$ cat src/rtl/dbg_pkg.sv
package dbg_pkg;

    localparam int ADDR_W = 3;

    localparam logic [ADDR_W-1:0] DA_CTRL = 3'd0;
    localparam logic [ADDR_W-1:0] DA_NIA  = 3'd2;
    localparam logic [ADDR_W-1:0] DA_MSR  = 3'd3;
    localparam logic [ADDR_W-1:0] DA_IDX  = 3'd4;
    localparam logic [ADDR_W-1:0] DA_REG  = 3'd5;

    localparam int CTRL_HALT_BIT = 0;
    localparam int CTRL_STEP_BIT = 3;

    typedef enum logic [1:0] {
        HS_IDLE = 2'd0,
        HS_RESP = 2'd1,
        HS_HOLD = 2'd2
    } hs_state_e;

endpackage

$ cat src/rtl/dbg_handshake.sv
module dbg_handshake
    import dbg_pkg::*;
(
    input  logic clk,
    input  logic rst_n,
    input  logic req,
    output logic ack,
    output logic commit
);

    hs_state_e state_q, state_d;

    // state register
    always_ff @(posedge clk) begin
        if (!rst_n) begin
            state_q <= HS_IDLE;
        end else begin
            state_q <= state_d;
        end
    end

    // next state and outputs
    always_comb begin
        state_d = state_q;
        ack     = 1'b0;
        commit  = 1'b0;
        unique case (state_q)
            HS_IDLE: begin
                if (req) state_d = HS_RESP;      // accept
            end
            HS_RESP: begin
                ack     = 1'b1;
                commit  = 1'b1;
                state_d = HS_HOLD;               // respond
            end
            HS_HOLD: begin
                if (!req) state_d = HS_IDLE;     // release
            end
            default: begin
                state_d = HS_IDLE;
            end
        endcase
    end

endmodule

$ cat src/rtl/dbg_ctrl.sv
module dbg_ctrl
    import dbg_pkg::*;
#(
    parameter int DW = 64
) (
    input  logic          clk,
    input  logic          rst_n,
    input  logic          wr_en,
    input  logic [DW-1:0] wdata,
    output logic          halt,
    output logic          step
);

    logic halt_q, step_q;

    always_ff @(posedge clk) begin
        if (!rst_n) begin
            halt_q <= 1'b0;
            step_q <= 1'b0;
        end else begin
            // step qualified by the halt level before this write
            step_q <= wr_en & wdata[CTRL_STEP_BIT] & halt_q;
            if (wr_en) begin
                halt_q <= wdata[CTRL_HALT_BIT];
            end
        end
    end

    assign halt = halt_q;
    assign step = step_q;

endmodule

$ cat src/rtl/dbg_index.sv
module dbg_index #(
    parameter int DW   = 64,
    parameter int IDXW = 6
) (
    input  logic            clk,
    input  logic            rst_n,
    input  logic            wr_en,
    input  logic [DW-1:0]   wdata,
    output logic [IDXW-1:0] index
);

    logic [IDXW-1:0] index_q;

    always_ff @(posedge clk) begin
        if (!rst_n) begin
            index_q <= '0;
        end else if (wr_en) begin
            index_q <= wdata[IDXW-1:0];
        end
    end

    assign index = index_q;

endmodule

$ cat src/rtl/dbg_rdmux.sv
module dbg_rdmux
    import dbg_pkg::*;
#(
    parameter int DW = 64
) (
    input  logic [ADDR_W-1:0] addr,
    input  logic              rd_en,
    input  logic              halt,
    input  logic [DW-1:0]     nia,
    input  logic [DW-1:0]     msr,
    input  logic [DW-1:0]     rf_data,
    output logic [DW-1:0]     rdata
);

    logic [DW-1:0] sel;

    always_comb begin
        sel = '0;
        unique case (addr)
            DA_CTRL: sel[CTRL_HALT_BIT] = halt;
            DA_NIA:  sel = nia;
            DA_MSR:  sel = msr;
            DA_REG:  sel = rf_data;
            default: sel = '0;
        endcase
    end

    assign rdata = rd_en ? sel : '0;

endmodule

$ cat src/rtl/dbg_port.sv
module dbg_port
    import dbg_pkg::*;
#(
    parameter int DW   = 64,
    parameter int IDXW = 6
) (
    input  logic              clk,
    input  logic              rst_n,
    input  logic              req,
    input  logic              wr,
    input  logic [ADDR_W-1:0] addr,
    input  logic [DW-1:0]     wdata,
    output logic [DW-1:0]     rdata,
    output logic              ack,
    output logic              core_stop,
    output logic              core_step,
    input  logic [DW-1:0]     core_nia,
    input  logic [DW-1:0]     core_msr,
    output logic [IDXW-1:0]   rf_index,
    input  logic [DW-1:0]     rf_data
);

    logic commit;
    logic ctrl_we, idx_we, rd_en;

    dbg_handshake u_hs (
        .clk    (clk),
        .rst_n  (rst_n),
        .req    (req),
        .ack    (ack),
        .commit (commit)
    );

    assign ctrl_we = commit & wr & (addr == DA_CTRL);
    assign idx_we  = commit & wr & (addr == DA_IDX);
    assign rd_en   = commit & ~wr;

    dbg_ctrl #(.DW(DW)) u_ctrl (
        .clk   (clk),
        .rst_n (rst_n),
        .wr_en (ctrl_we),
        .wdata (wdata),
        .halt  (core_stop),
        .step  (core_step)
    );

    dbg_index #(.DW(DW), .IDXW(IDXW)) u_idx (
        .clk   (clk),
        .rst_n (rst_n),
        .wr_en (idx_we),
        .wdata (wdata),
        .index (rf_index)
    );

    dbg_rdmux #(.DW(DW)) u_rd (
        .addr    (addr),
        .rd_en   (rd_en),
        .halt    (core_stop),
        .nia     (core_nia),
        .msr     (core_msr),
        .rf_data (rf_data),
        .rdata   (rdata)
    );

endmodule

$ cat config.mk
export PLATFORM = sky130hd
export DESIGN_NAME = dbg_port
export DESIGN_NICKNAME = d
export VERILOG_FILES = /design/src/rtl/dbg_pkg.sv /design/src/rtl/dbg_handshake.sv /design/src/rtl/dbg_ctrl.sv /design/src/rtl/dbg_index.sv /design/src/rtl/dbg_rdmux.sv /design/src/rtl/dbg_port.sv
export SDC_FILE = /design/constraint.sdc
export NUM_CORES = 1
export LEC_CHECK = 0
export ABC_CLOCK_PERIOD_IN_PS = 1300
export BUFFER_PORTS_ARGS = -buffer_cell sky130_fd_sc_hd__buf_2
export CAP_MARGIN = 20
export CORE_AREA = 8 8 124 126
export CTS_CLUSTER_DIAMETER = 150
export DETAILED_ROUTE_END_ITERATION = 12
export DIE_AREA = 0 0 132 134
export GPL_ROUTABILITY_DRIVEN = 0
export SLEW_MARGIN = 10
export SYNTH_ARGS = -nofsm -noshare
export SYNTH_HDL_FRONTEND = slang
export SYNTH_SLANG_ARGS = --single-unit
export TNS_END_PERCENT = 20
$ cat constraint.sdc
create_clock -name clk -period 1.3 [get_ports clk]
set_input_delay 0.065 -clock clk [delete_from_list [all_inputs] [get_ports clk]]
set_output_delay 0.065 -clock clk [all_outputs]
set_load 0.02 [all_outputs]
; Word-level counts from Yosys, hierarchy flattened
; Index checks and enable logic that the tools add are counted.
[totals]
out_inout_bits = 73
input_bits = 263
register_bits = 10
word_cells = 29
[classes]
muxes = 7
eq_ne = 8
bitwise = 7
n_reduce_logical = 3
[op_table]
columns = cell, n
row1 = one-hot mux 63 bit (3 select lines), 1
row2 = 2-to-1 mux 64 bit, 1
row3 = bitwise AND 1 bit, 6
row4 = == test 3 x 2 -> 1 bit (second input constant), 2
row5 = == test 3 bit (second input constant), 2
row6 = one-hot mux 2 bit (3 select lines), 1
row7 = 2-to-1 mux 2 bit, 2
row8 = inequality test 2 bit (second input constant), 2
row9 = one-hot mux 1 bit (4 select lines), 1
row10 = zero test 3 bit, 1
row11 = == test 2 x 1 -> 1 bit (second input constant), 1
row12 = == test 2 bit (second input constant), 1
row13 = zero test 2 bit, 1
row14 = AND reduction 2 bit, 1
row15 = 2-to-1 mux 1 bit, 1
row16 = inverter 1 bit, 1

; Longest topological paths before layout
; Gate-level depths: netlist of the first run.
[depth]
depth_word = 6
mapped_depth = 6
depth_no_buf = 4

; By module
; From an unflattened synthesis of the first run, not the netlist that was laid out.
[hier_totals]
hier_cells = 338
area_unflattened_um2 = 2057.0
[modules_own_cells]
columns = mod, cells_per_inst, seq_area_each_um2, area_each_um2, n_inst
row1 = dbg_rdmux, 303, 0.0, 1646.6, 1
row2 = dbg_index, 19, 120.1, 229.0, 1
row3 = dbg_handshake, 7, 40.0, 82.6, 1
row4 = dbg_ctrl, 5, 40.0, 66.3, 1
row5 = dbg_port, 4, 0.0, 32.5, 1

; Worst setup path before layout of the first run
; No wires, ideal clock.
[synth_path]
kind = register to output
start = register u_ctrl.halt_q (netlist: u_ctrl.halt)
end = output rdata[0]
arrival_time_ns = 1.473
path_stages_with_launch = 4
setup_slack_ns = -0.238
n_path_buf = 0
required_ns = 1.235
cell_sequence = dfxtp_1 mux2i_1 or3_1 a311oi_1
[synth_between]
elab_chain_len = 2
[synth_rtl]
columns = item, line
row1 = from (decl), dbg_ctrl.sv:14  ; logic halt_q, step_q;
row2 = from (signal assigned), dbg_ctrl.sv:24  ; halt_q <= wdata[CTRL_HALT_BIT];
row3 = one-hot mux 1 bit (4 select lines), dbg_rdmux.sv:19  ; unique case (addr)
row4 = 2-to-1 mux 64 bit, dbg_rdmux.sv:28  ; assign rdata = rd_en ? sel : '0;
row5 = to (decl), dbg_port.sv:13  ; output logic [DW-1:0] rdata,
; Every way passes these cells.

; Final worst setup path of the first run
[layout_path]
start = register u_hs.state_q[1]
end = output rdata[32]
[layout_between]
elab_chain_len = 4
[layout_rtl]
columns = item, line
row1 = from (decl), dbg_handshake.sv:11  ; hs_state_e state_q, state_d;
row2 = from (signal assigned), dbg_handshake.sv:18  ; state_q <= state_d;
row3 = == test 2 x 1 -> 1 bit, dbg_handshake.sv:27  ; unique case (state_q)
row4 = 2-to-1 mux 1 bit, dbg_handshake.sv:27
row5 = bitwise AND 1 bit, dbg_port.sv:36  ; assign rd_en = commit & ~wr;
row6 = 2-to-1 mux 64 bit, dbg_rdmux.sv:28
; Every way passes these cells.

==> results of run 1 <==
-- synthesized netlist by cell type, drive strengths merged --
cell type / instances / area, um2
or3: 1 / 6.26
a21boi: 1 / 7.51
nor2: 1 / 3.75
clkbuf: 14 / 52.6
nor2b: 1 / 6.26
a311oi: 1 / 8.76
nor3: 1 / 5.00
nand2b: 2 / 12.5
nand3: 66 / 330
nor4: 1 / 21.3
dfxtp: 10 / 200
nor3b: 1 / 7.51
mux2i: 8 / 80.1
nand3b: 66 / 495
a211o: 1 / 8.76
buf: 31 / 205
nand2: 77 / 289
and2: 1 / 6.26
inv: 1 / 3.75
nor4bb: 1 / 10.0
a31oi: 63 / 519
-- stage by stage --
stage          area (um2)  setup TNS, ps  utilization (%)  hold WS, ps
2_1_floorplan        3080              0                -          161
3_3_place_gp         4760          -5350             35.3          312
3_5_place_dp         4760          -5530             35.3          314
4_1_cts              4850         -21590             35.9         65.3
5_1_grt              4880         -23620             36.1         80.8
6_report             4880         -21120             36.1         69.7
-- area by class of cell --
class,count,area (um2)
multi-input cells,293,2650
repair buffers,301,1730
flip-flops and latches,10,200
fillers,1428,8620
well taps,180,225
inverters,1,3.75
clock buffers,3,75.1
-- metal layers --
metal	wire [um]	vias up	global-route usage, %
met4	147	0	2.23
met1	5150	1638	15.4
met2	6750	154	24.7
li1	-	1803	-
met3	933	11	3.59
met5	0	-	0
-- critical path, cell delays in order (launching register included) --
cell and delay (ps):
dfxtp_1 300, nand2b_4 140, a211o_4 290, buf_12 220
a31oi_4 180, buf_2 190
-- layout by cell type (no fill, tap or decap) --
| cell type | synthesis | final |
|---|---|---|
| nor3b_2 | 0 | 1 |
| nand2b_4 | 0 | 1 |
| a211o_4 | 0 | 1 |
| nand2b_1 | 2 | 1 |
| buf_4 | 0 | 24 |
| nand3_1 | 66 | 66 |
| buf_12 | 0 | 10 |
| nor2_1 | 1 | 1 |
| nor3_1 | 1 | 1 |
| or3_4 | 0 | 1 |
| and2_2 | 0 | 1 |
| clkbuf_16 | 0 | 3 |
| buf_2 | 23 | 265 |
| nor4bb_1 | 1 | 1 |
| a21boi_0 | 1 | 1 |
| nand2_1 | 77 | 77 |
| mux2i_1 | 8 | 8 |
| a31oi_4 | 0 | 60 |
| inv_1 | 1 | 1 |
| nor2b_4 | 0 | 1 |
| nand3b_1 | 66 | 66 |
| nor4_4 | 1 | 1 |
| a311oi_4 | 0 | 1 |
| dfxtp_1 | 10 | 10 |
| a31oi_1 | 43 | 3 |
| buf_6 | 8 | 2 |
-- power by group through the flow --
stage	Clock (uW)	Combinational [uW]	Sequential (uW)
final	531	870	317
after global routing	560	944	317
after CTS	544	876	317
after detailed placement	0	873	322
after global placement	0	868	322
after floorplan	0	420	324
-- flip-flops by register name, indices dropped and copies added, names as in the netlist --
name / count
u_ctrl.halt: 1
u_ctrl.step: 1
u_hs.state_q: 2
u_idx.index: 6
-- repair_timing --
action | CTS | global route
setup endpoints to repair | 64 | 70
pin swaps | 0 | 1
gates resized for setup | 3 | 11
buffers inserted | 0 | 0
-- final timing paths --
check | start | endpoint | slack (ps) | cells past startpoint
worst max-delay path | u_hs.state_q[1]$_SDFFE_PN0P_ | rdata[32] | -370 | 5
worst min-delay path | wdata[3] | u_ctrl.step$_SDFF_PN0_ | 70 | 3
worst max register to register | u_hs.state_q[1]$_SDFFE_PN0P_ | u_idx.index[0]$_SDFFE_PN0P_ | 140 | 5
worst min register to register | u_idx.index[2]$_SDFFE_PN0P_ | u_idx.index[2]$_SDFFE_PN0P_ | 450 | 2
-- logic make-up after synthesis --
group / Yosys count / share of synthesized area, %
AOI/OAI and AO/OA: 66 / 23.9
buffers and inverters: 46 / 11.5
DFF: 10 / 8.78
muxes: 8 / 3.51
and+or+nand+nor: 219 / 52.4
==> results by group, run 1 <==
Pwr
  – Pint: 1130 uW
  – Sw Ratio: 34.4%
  – Comb pwr share: 50.7%
  – Sw power: 591 uW
  – LEAKAGE: 0.00180 uW
  – Pwr Total: 1720 uW
  – Reg power frac: 18.4%
  – Power Density: 352 nW/um2
  – Clock share of power: 30.9%
  – VDD IR max: 0.610 mV

Global route
  – First-pass GRT wire length: 19.9 mm
  – Vias in the first global route: 3748
  – Initial antenna violation count: 0
  – Gr usage total: 13.4%
  – Largest net degree at the start of global routing: 68
  – Congestion Overflow GR: 0

Routing
  – Vias per cell: 4.58
  – Routed Antenna Nets: 0
  – TritonRoute pass-1 iters: 7
  – Drt wl/cell: 16.5 um
  – DRT Wirelength: 13.0 mm
  – Iter 0 DRT Violations: 159
  – Residual DRC: 0
  – Via count: 3606

Layout
  – # nets final: 873
  – Area growth syn-to-layout: 114%
  – Finished Layout Cells: 788
  – Antenna diode count: 0
  – Share of cells above drive strength 1: 61.2%

Synthesis
  – Post-synthesis sequential area ratio: 8.78%
  – Distinct cells, synth: 23
  – Mapped cell area: 2280 um2
  – Post-synthesis sequential element count: 10
  – Synth Warn #: 0
  – Syn_area_per_cell: 6.53 um2
  – Post-Synthesis Cells: 349
  – Syn nets: 612

Floorplanning
  – Boundary Pins: 336
  – Core Area: 13500 um2
  – # rows: 43
  – Initial core utilization: 16.9%
  – Chip width: 132 um
  – Die area: 17700 um2
  – Die Span Y: 134 um

Clock tree
  – Clock-pin slew on the worst setup and hold paths: 40 ps
  – Worst-Skew Late Latency: 230 ps
  – CTS max path bufs: 2
  – Clock H-tree levels: 1
  – Hold Buf Count CTS: 0
  – TritonCTS clock tree: done
  – CTS sink count: 10
  – Clock root cell: clkbuf_16
  – CTS buffer count: 3

Worst setup path
  – Setup crit start kind: register
  – Critical Path AT: 1610 ps
  – CP Class: reg2out
  – Peak fanout along the critical path: 33
  – Crit end category: output port
  – WP data required: 1240 ps

Placement
  – Placed cells: 785
  – Place WS: -116 ps
  – Detailed placement HPWL: 10.8 mm
  – PortBufs: 277

Timing
  – Fin crit share: 129%
  – Final Hold Vio Count: 0
  – Rel. slew slack: 72.6%
  – Fmax: 598 MHz
  – Final setup fails: 64
  – Setup ws final: -371 ps
  – RSZ-0062 raised after global routing: true
  – Final Skew: 0.448 ps
  – Least-Margin Pin Slew: 410 ps
  – Max-slew violation count: 0
  – Tmin final: 1670 ps

Min path
  – Type of the tightest min-delay check: in2reg

Job
  – Max Cap Viol: 0

Run status
  – Failing checks: setup timing
  – Outcome: finished, violations left
Power figures use the tool's default switching activity.
==> inputs of run 2 (changes only) <==
==> constraint.sdc (replaced) <==
create_clock -name clk -period 1.3 [get_ports clk]
set_input_delay 0.26 -clock clk [delete_from_list [all_inputs] [get_ports clk]]
set_output_delay 0.26 -clock clk [all_outputs]
set_load 0.02 [all_outputs]
==> run 2 against run 1 <==
Effect of this change: the flow still finishes with violations (setup timing); die area unchanged; sequential share of layout area decreased by 0.10 points; critical path depth unchanged; critical endpoint is now rdata[63]; largest power group unchanged.
==> results by group, run 2 (synthesized netlist as in run 1, its figures left out) <==
Run status
  – Outcome: finished, violations left
  – Failing checks: setup timing

Timing
  – Hold_ws: 269 ps
  – Max-slew violation count: 0
  – Final Hold Vio Count: 0
  – Final Skew: 0.892 ps
  – RSZ-0062 raised after global routing: true
  – Least-Margin Pin Slew: 336 ps
  – Rel. slew slack: 77.6%
  – Fmax: 536 MHz
  – Fin crit share: 144%
  – Final setup fails: 64
  – Tmin final: 1870 ps
  – Setup ws final: -567 ps

Routing
  – Via count: 3685
  – Residual DRC: 0
  – Vias per cell: 4.63
  – TritonRoute pass-1 iters: 4
  – Drt wl/cell: 16.4 um
  – Iter 0 DRT Violations: 120
  – DRT Wirelength: 13.1 mm
  – Routed Antenna Nets: 0

Clock tree
  – Clock H-tree levels: 1
  – TritonCTS clock tree: done
  – CTS sink count: 10
  – Setup bufs post-CTS: 0
  – CTS max path bufs: 2
  – CTS buffer count: 3
  – Clock-pin slew on the worst setup and hold paths: 40 ps
  – Worst-Skew Late Latency: 230 ps
  – Clock root cell: clkbuf_16

Job
  – Max Cap Viol: 0

Layout
  – Antenna diode count: 0
  – Area growth syn-to-layout: 121%
  – Area occupied by registers: 201 um2
  – Most frequent cells in the layout: 258 x buf_2, 77 x nand2_1, 66 x nand3_1, 66 x nand3b_1, 60 x a31oi_4
  – # nets final: 880
  – Most common library cell in the layout ignoring fill and taps: buf_2
  – Filler instances: 1412
  – Number of flip-flops under the largest register name: 6
  – Share of cells above drive strength 1: 62.5%
  – Final core occ: 37.3%
  – Cell area after layout: 5040 um2
  – Area of the multi-input gates: 2660 um2

Pwr
  – Clock share of power: 33.4%
  – VDD IR max: 0.578 mV
  – Pint: 1210 uW
  – Sw Ratio: 33.3%
  – LEAKAGE: 0.00186 uW
  – Comb pwr share: 49.1%
  – Power Density: 359 nW/um2
  – Reg power frac: 17.5%
  – Sw power: 602 uW

Worst setup path
  – Crit end category: output port
  – CP Class: reg2out
  – Reg-to-Reg Start: u_hs.state_q[1]$_SDFFE_PN0P_
  – Reg-to-Reg End: u_idx.index[4]$_SDFFE_PN0P_
  – Setup crit start kind: register
  – WP data required: 1040 ps
  – Reg-to-reg slack, setup: 50 ps
  – Peak fanout along the critical path: 27
  – FF-to-FF path depth: 5
  – Critical Path AT: 1610 ps
  – CP Launch Point: u_hs.state_q[1]$_SDFFE_PN0P_

Global route
  – Largest net degree at the start of global routing: 72
  – Congestion Overflow GR: 0
  – First-pass GRT wire length: 20.4 mm
  – Initial antenna violation count: 0
  – Vias in the first global route: 3916
  – Gr usage total: 13.7%

Min path
  – WHS Endpoint: u_ctrl.step$_SDFF_PN0_
  – Worst hold start: wdata[3]
  – Type of the tightest min-delay check: in2reg
  – Cells on Worst Hold Path: 3

Floorplanning
  – # rows: 43
  – Boundary Pins: 336
  – Die area: 17700 um2
  – Die Span Y: 134 um
  – Core Area: 13500 um2
  – Initial core utilization: 16.9%
  – Chip width: 132 um

Placement
  – PortBufs: 277
  – Detailed placement HPWL: 10.4 mm
  – Cell Area, Placed: 4790 um2
-- run 2: area by class of cell --
| cell class | instances | area share, % |
|---|---|---|
| multi-input cells | 293 | 52.8 |
| well taps | 180 | 4.47 |
| inverters | 1 | 0.0745 |
| clock buffers | 4 | 1.76 |
| repair buffers | 308 | 36.9 |
| flip-flops and latches | 10 | 4.00 |
-- run 2: per-stage QoR --
step | std cells | TNS (ps) | setup slack [ps] | power [uW]
floorplan | 349 | -17830 | -283 | 758
global route | 796 | -36860 | -611 | 1930
finish | 796 | -33400 | -567 | 1810
CTS | 796 | -33980 | -567 | 1830
global placement | 791 | -31200 | -486 | 1190
detailed placement | 791 | -31490 | -500 | 1200
-- run 2: power by group through the flow --
| stage | logic [uW] | registers (uW) | clock network, uW |
|---|---|---|---|
| 5_1_grt | 968 | 317 | 642 |
| 3_5_place_dp | 878 | 320 | 0 |
| 3_3_place_gp | 870 | 320 | 0 |
| 6_report | 889 | 317 | 603 |
| 2_1_floorplan | 435 | 322 | 0 |
| 4_1_cts | 897 | 316 | 619 |
-- run 2: worst max-delay path, stage by stage (launching register included) --
cell	delay, ps
dfxtp_2	310
nand2b_4	140
a211o_4	320
buf_12	210
a31oi_2	170
buf_2	190
-- run 2: layer usage --
metal | up-vias | global-route usage (%) | part of all wire, %
met3 | 8 | 4.15 | 8.5
li1 | 1822 | - | -
met1 | 1695 | 15.5 | 40
met5 | - | 0 | 0
met4 | 0 | 1.72 | 0.57
met2 | 160 | 25.3 | 51
-- run 2: how the worst max path moves through the flow --
stage	endpoint	cells after the start
final	rdata[63]	5
after global routing	rdata[63]	5
after CTS	rdata[19]	5
after detailed placement	rdata[54]	6
after global placement	rdata[62]	6
after floorplan	rdata[10]	6
-- run 2: what timing repair did --
action / CTS / global route
hold buffers: 0 / 0
cloned: 1 / 0
resized for setup: 32 / 8
endpoints found under the setup margin: 71 / 71
